$ cat src/rtl/dacif_pkg.sv
package dacif_pkg;

   // width of the channel-address prefix carried at the head of each frame
   localparam int unsigned ADDR_W = 2;
   localparam int unsigned NUM_CH = 2;

   typedef enum logic [0:0] {
      CH_A = 1'b0,
      CH_B = 1'b1
   } dacif_ch_e;

   // A1 low selects every channel; with A1 high, A0 selects a single channel
   function automatic logic chan_hit(input logic [ADDR_W-1:0] addr, input dacif_ch_e ch);
      if (!addr[1]) return 1'b1;
      return (addr[0] == logic'(ch));
   endfunction

endpackage

$ cat src/rtl/dacif_sync.sv
module dacif_sync #(
   parameter int unsigned        W       = 1,
   parameter int unsigned        STAGES  = 2,
   parameter logic [W-1:0]       RST_VAL = '0
) (
   input  logic         clk,
   input  logic         rst_n,
   input  logic [W-1:0] din,
   output logic [W-1:0] dout
);

   if (STAGES < 2) begin : g_bad_stages
      $error("dacif_sync: STAGES must be at least 2");
   end

   logic [STAGES-1:0][W-1:0] pipe;

   for (genvar s = 0; s < STAGES; s++) begin : g_stage
      if (s == 0) begin : g_first
         always_ff @(posedge clk or negedge rst_n) begin
            if (!rst_n) pipe[s] <= RST_VAL;
            else        pipe[s] <= din;
         end
      end else begin : g_next
         always_ff @(posedge clk or negedge rst_n) begin
            if (!rst_n) pipe[s] <= RST_VAL;
            else        pipe[s] <= pipe[s-1];
         end
      end
   end

   assign dout = pipe[STAGES-1];

endmodule

$ cat src/rtl/dacif_shifter.sv
module dacif_shifter #(
   parameter int unsigned FRAME_W = 14
) (
   input  logic               clk,
   input  logic               rst_n,
   input  logic               sclk_q,
   input  logic               sdat_q,
   input  logic               sel_q,
   input  logic               ld_q,
   output logic [FRAME_W-1:0] word
);

   logic sclk_prev;
   logic sclk_rise;
   logic take_bit;

   always_ff @(posedge clk or negedge rst_n) begin
      if (!rst_n) sclk_prev <= 1'b0;
      else        sclk_prev <= sclk_q;
   end

   assign sclk_rise = sclk_q & ~sclk_prev;
   // accept a bit only when selected (sel low) and the latches are closed (load high)
   assign take_bit  = sclk_rise & ~sel_q & ld_q;

   always_ff @(posedge clk or negedge rst_n) begin
      if (!rst_n)        word <= '0;
      else if (take_bit) word <= {word[FRAME_W-2:0], sdat_q};
   end

endmodule

$ cat src/rtl/dacif_chan_reg.sv
module dacif_chan_reg #(
   parameter int unsigned DATA_W = 12
) (
   input  logic              clk,
   input  logic              rst_n,
   input  logic              open_en,
   input  logic [DATA_W-1:0] din,
   output logic [DATA_W-1:0] q
);

   // clocked model of a level-transparent latch: follows din every cycle it is open
   always_ff @(posedge clk or negedge rst_n) begin
      if (!rst_n)       q <= '0;
      else if (open_en) q <= din;
   end

endmodule

$ cat src/rtl/dacif_dual_front.sv
module dacif_dual_front #(
   parameter int unsigned DATA_W      = 12,
   parameter int unsigned SYNC_STAGES = 2
) (
   input  logic              clk,
   input  logic              rst_n,
   input  logic              ser_clk,
   input  logic              ser_dat,
   input  logic              ser_sel_n,
   input  logic              ld_n,
   output logic [DATA_W-1:0] code_a,
   output logic [DATA_W-1:0] code_b
);
   import dacif_pkg::*;

   localparam int unsigned FRAME_W = ADDR_W + DATA_W;
   localparam int unsigned IN_W    = 4;

   if (DATA_W < 1) begin : g_bad_width
      $error("dacif_dual_front: DATA_W must be positive");
   end
   if (ADDR_W != 2) begin : g_bad_addr
      $error("dacif_dual_front: address prefix must be two bits");
   end

   // synchronized copies; idle levels are clock low, select high, load high
   logic [IN_W-1:0] raw_in;
   logic [IN_W-1:0] sync_in;
   logic            sclk_q, sdat_q, sel_q, ld_q;

   assign raw_in = {ser_clk, ser_dat, ser_sel_n, ld_n};

   dacif_sync #(
      .W       (IN_W),
      .STAGES  (SYNC_STAGES),
      .RST_VAL (4'b0011)
   ) i_sync (
      .clk   (clk),
      .rst_n (rst_n),
      .din   (raw_in),
      .dout  (sync_in)
   );

   assign {sclk_q, sdat_q, sel_q, ld_q} = sync_in;

   logic [FRAME_W-1:0] shreg;

   dacif_shifter #(
      .FRAME_W (FRAME_W)
   ) i_shift (
      .clk    (clk),
      .rst_n  (rst_n),
      .sclk_q (sclk_q),
      .sdat_q (sdat_q),
      .sel_q  (sel_q),
      .ld_q   (ld_q),
      .word   (shreg)
   );

   logic [ADDR_W-1:0]              addr_now;
   logic [DATA_W-1:0]              data_now;
   logic [NUM_CH-1:0][DATA_W-1:0]  chan_code;

   assign addr_now = shreg[FRAME_W-1 -: ADDR_W];
   assign data_now = shreg[DATA_W-1:0];

   for (genvar c = 0; c < NUM_CH; c++) begin : g_chan
      logic open_en;
      assign open_en = ~ld_q & chan_hit(addr_now, dacif_ch_e'(c));

      dacif_chan_reg #(
         .DATA_W (DATA_W)
      ) i_reg (
         .clk     (clk),
         .rst_n   (rst_n),
         .open_en (open_en),
         .din     (data_now),
         .q       (chan_code[c])
      );
   end

   assign code_a = chan_code[CH_A];
   assign code_b = chan_code[CH_B];

endmodule

$ cat config.mk
export PLATFORM = sky130hd
export DESIGN_NAME = dacif_dual_front
export DESIGN_NICKNAME = d
export VERILOG_FILES = /design/src/rtl/dacif_pkg.sv /design/src/rtl/dacif_sync.sv /design/src/rtl/dacif_shifter.sv /design/src/rtl/dacif_chan_reg.sv /design/src/rtl/dacif_dual_front.sv
export SDC_FILE = /design/constraint.sdc
export NUM_CORES = 1
export LEC_CHECK = 0
export BUFFER_PORTS_ARGS = -buffer_cell sky130_fd_sc_hd__buf_2
export CORE_MARGIN = 1
export CORE_UTILIZATION = 51
export CTS_BUF_LIST = sky130_fd_sc_hd__clkbuf_8
export CTS_CLUSTER_SIZE = 20
export DETAILED_ROUTE_END_ITERATION = 10
export PLACE_DENSITY = 0.75
export SYNTH_ARGS = -nofsm -noshare
export SYNTH_HDL_FRONTEND = slang
export SYNTH_SLANG_ARGS = --single-unit
$ cat constraint.sdc
create_clock -name clk -period 1.4 [get_ports clk]
set_input_delay 0.14 -clock clk [delete_from_list [all_inputs] [get_ports clk]]
set_output_delay 0.14 -clock clk [all_outputs]
set_load 0.05 [all_outputs]
==> run metrics <==
Final HPWL DP=1.95 mm; max frequency=between 700 and 800 MHz; WS Path Type=reg2reg; Final TNS setup=0 ns; smallest hold slack=between 0.3 and 0.4 ns; Hold WC Path Type=reg2reg; minimum clock period after layout=1.38 ns; most common cell after layout, fill and taps aside=dfrtp_1; area grow syn2layout=22.4%; GPL Wtd Cong=0.788; total CTS buffers=5; Fin Clk Skew=0.00439 ns; Skew-Pair Late Insertion Delay=between 0.2 and 0.3 ns; LEAKAGE=0.00109 uW; Worst R2R Path Depth=3; RSZ-0062 raised after global routing=yes; met3 GRT Util=about 7.1%; via count=between 900 and 1k; Vias/cell=slightly below 5; Avg Inst Size Synth=18.2 um2; gr usage total=a little under a fifth; most frequent cells in the layout=dfrtp_1 (43), buf_2 (29), mux2_2 (28); syn_nets=100; Die X-Extent=60.0 um; worst vdd ir=1.24 mV; WP buf/inv=1; final setup violation count=0; fin worst setup slack=0.0182 ns; total wire length=around 2.6 mm; max-slew violations=0; Worst EP required=1.58 ns; Residual DRC=0; Wirelength per Cell=between 10 and 15 um; Cell Chain, Critical Path=and4bb_2 > buf_6 > mux2_4; Die H=60.0 um; Initial Util=54.8%; WP data arrival=~1.6 ns; busiest grt layer=met2; final hold viol count=0; die area=3590 um2; Detail Route Antenna Nets=0; reg-to-reg startpoint=i_sync.dout[0]$_DFF_PN1_; relative slew slack=a little under two thirds; cell row count=20; CTS tree=yes; CP Capture Type=flip-flop; Pre-antenna DRT Iters=2; Yosys warnings=0; CP delay by family, top=flip-flops; startpoint types=flip-flop; CTS root buf=clkbuf_8; hold depth=0; initial antenna violation count=0; Hold EP=i_sync.dout[2]$_DFF_PN0_; met2 Track Usage GR=a little over 30%; Fillers=241; clk sink count=47; Power Density=approximately 1500 nW/um2; post-synthesis sequential area ratio=69.0%; gr ovfl total=0; # IOs=30; Worst path slowest cell=dfstp_2; n_diodes=0; Netlist cell types=14; GRT met1 Usage=21.3%; Clock Path Buffers=2; vias in the first global route=approximately 980; overall power=around 3200 uW; Mapped Area=1710 um2; flop2flop setup slack=0.02 ns; dpl ws=-0.0552 ns; crit-path max cell delay=0.53 ns; worst-path fanout max=7; global-route wire length before repair=4.56 mm; layout cells sized above 1=between 60% and 70%; Worst Tran Pin Value=0.541 ns; Final Util=around two thirds; status=finished clean; number of synthesized register bits=47; Cells after Synth=between 90 and 100; core footprint=3130 um2; hold path start=i_sync.pipe[2]$_DFF_PN0_; # port buffers=29; nets@finish=147; initial DRC count=10; CTS H-tree depth=2; Worst R2R End=i_shift.word[6]$_DFFE_PN0P_; largest net degree at the start of global routing=25; crit share post-route=a little over nine tenths; max-cap violation count=0; Worst-path clk slew=approximately 0.08 ns
-- power breakdown --
part / internal, uW / switching [uW] / total [uW] / leakage (uW)
combinational: 247 / 530 / 777 / 0.000430
clock: 336 / 403 / 739 / 0.0000505
sequential: 1540 / 107 / 1640 / 0.000613
-- registers in the layout (all words and copies together), names as in the netlist --
register,cells
i_shift.sclk_prev,1
i_sync.pipe,4
i_shift.word,14
i_sync.dout,4
g_chan.i_reg.q,24
-- what timing repair did --
action / 4_1_cts / 5_1_grt
endpoints found under the hold margin: 23 / 0
pin swaps: 0 / 0
endpoints found under the setup margin: 17 / 13
hold buffers: 5 / 0
buffers inserted: 0 / 0
gates resized for setup: 1 / 3
-- per-stage QoR --
step                      instances  area [um2]
final                           186        2100
after global routing            186        2100
after CTS                       186        2090
after detailed placement        173        1950
after global placement          173        1950
after floorplan                  94        1710
-- layer usage --
layer	part of all wire [%]	up-vias
met1	42	465
met2	51	24
li1	-	416
met3	4.9	6
met5	0	-
met4	1.6	0
-- synth_stat cells (all sizes together) --
| cell | n | area share [%] |
|---|---|---|
| a21oi | 2 | 0.80 |
| and4bb | 1 | 0.73 |
| buf | 4 | 2.7 |
| dfrtp | 43 | 63 |
| dfstp | 4 | 6.1 |
| inv | 1 | 0.22 |
| mux2 | 37 | 26 |
| nand2 | 1 | 0.22 |
| o21ai | 1 | 0.29 |
-- how the worst max path moves through the flow --
stage                             startpoint                                to  slack [ns]  cells after the start
finish              i_sync.dout[0]$_DFF_PN1_       i_shift.word[6]$_DFFE_PN0P_        0.02                      3
global route        i_sync.dout[0]$_DFF_PN1_       i_shift.word[5]$_DFFE_PN0P_       -0.03                      3
CTS                 i_sync.dout[0]$_DFF_PN1_       i_shift.word[6]$_DFFE_PN0P_       -0.01                      3
detailed placement  i_sync.dout[0]$_DFF_PN1_  g_chan[0].i_reg.q[3]$_DFFE_PN0P_       -0.06                      4
global placement    i_sync.dout[0]$_DFF_PN1_  g_chan[0].i_reg.q[4]$_DFFE_PN0P_       -0.05                      4
floorplan           i_sync.dout[0]$_DFF_PN1_      i_shift.word[10]$_DFFE_PN0P_        0.02                      4
-- final cells by class --
| class | count | area [um2] | share of cell area, % |
|---|---|---|---|
| inverter | 1 | 3.75 | 0.179 |
| multi-input combinational | 42 | 485 | 23.2 |
| sequential | 47 | 1180 | 56.3 |
| clock inverter | 3 | 12.5 | 0.597 |
| clock buffer | 5 | 68.8 | 3.28 |
| timing repair buffer | 44 | 290 | 13.8 |
| tap | 44 | 55.1 | 2.63 |
-- cell families (layout without fill, tap and decap cells) --
group / after synthesis / count (layout) / synth area share (%)
flip-flops: 47 / 47 / 69.0
multiplexers: 37 / 37 / 26.1
buffers and inverters: 5 / 53 / 2.92
AO/OA/AOI/OAI: 3 / 3 / 1.10
AND/OR/NAND/NOR: 2 / 2 / 0.949
Note: power is estimated with default switching activity, not from simulation.
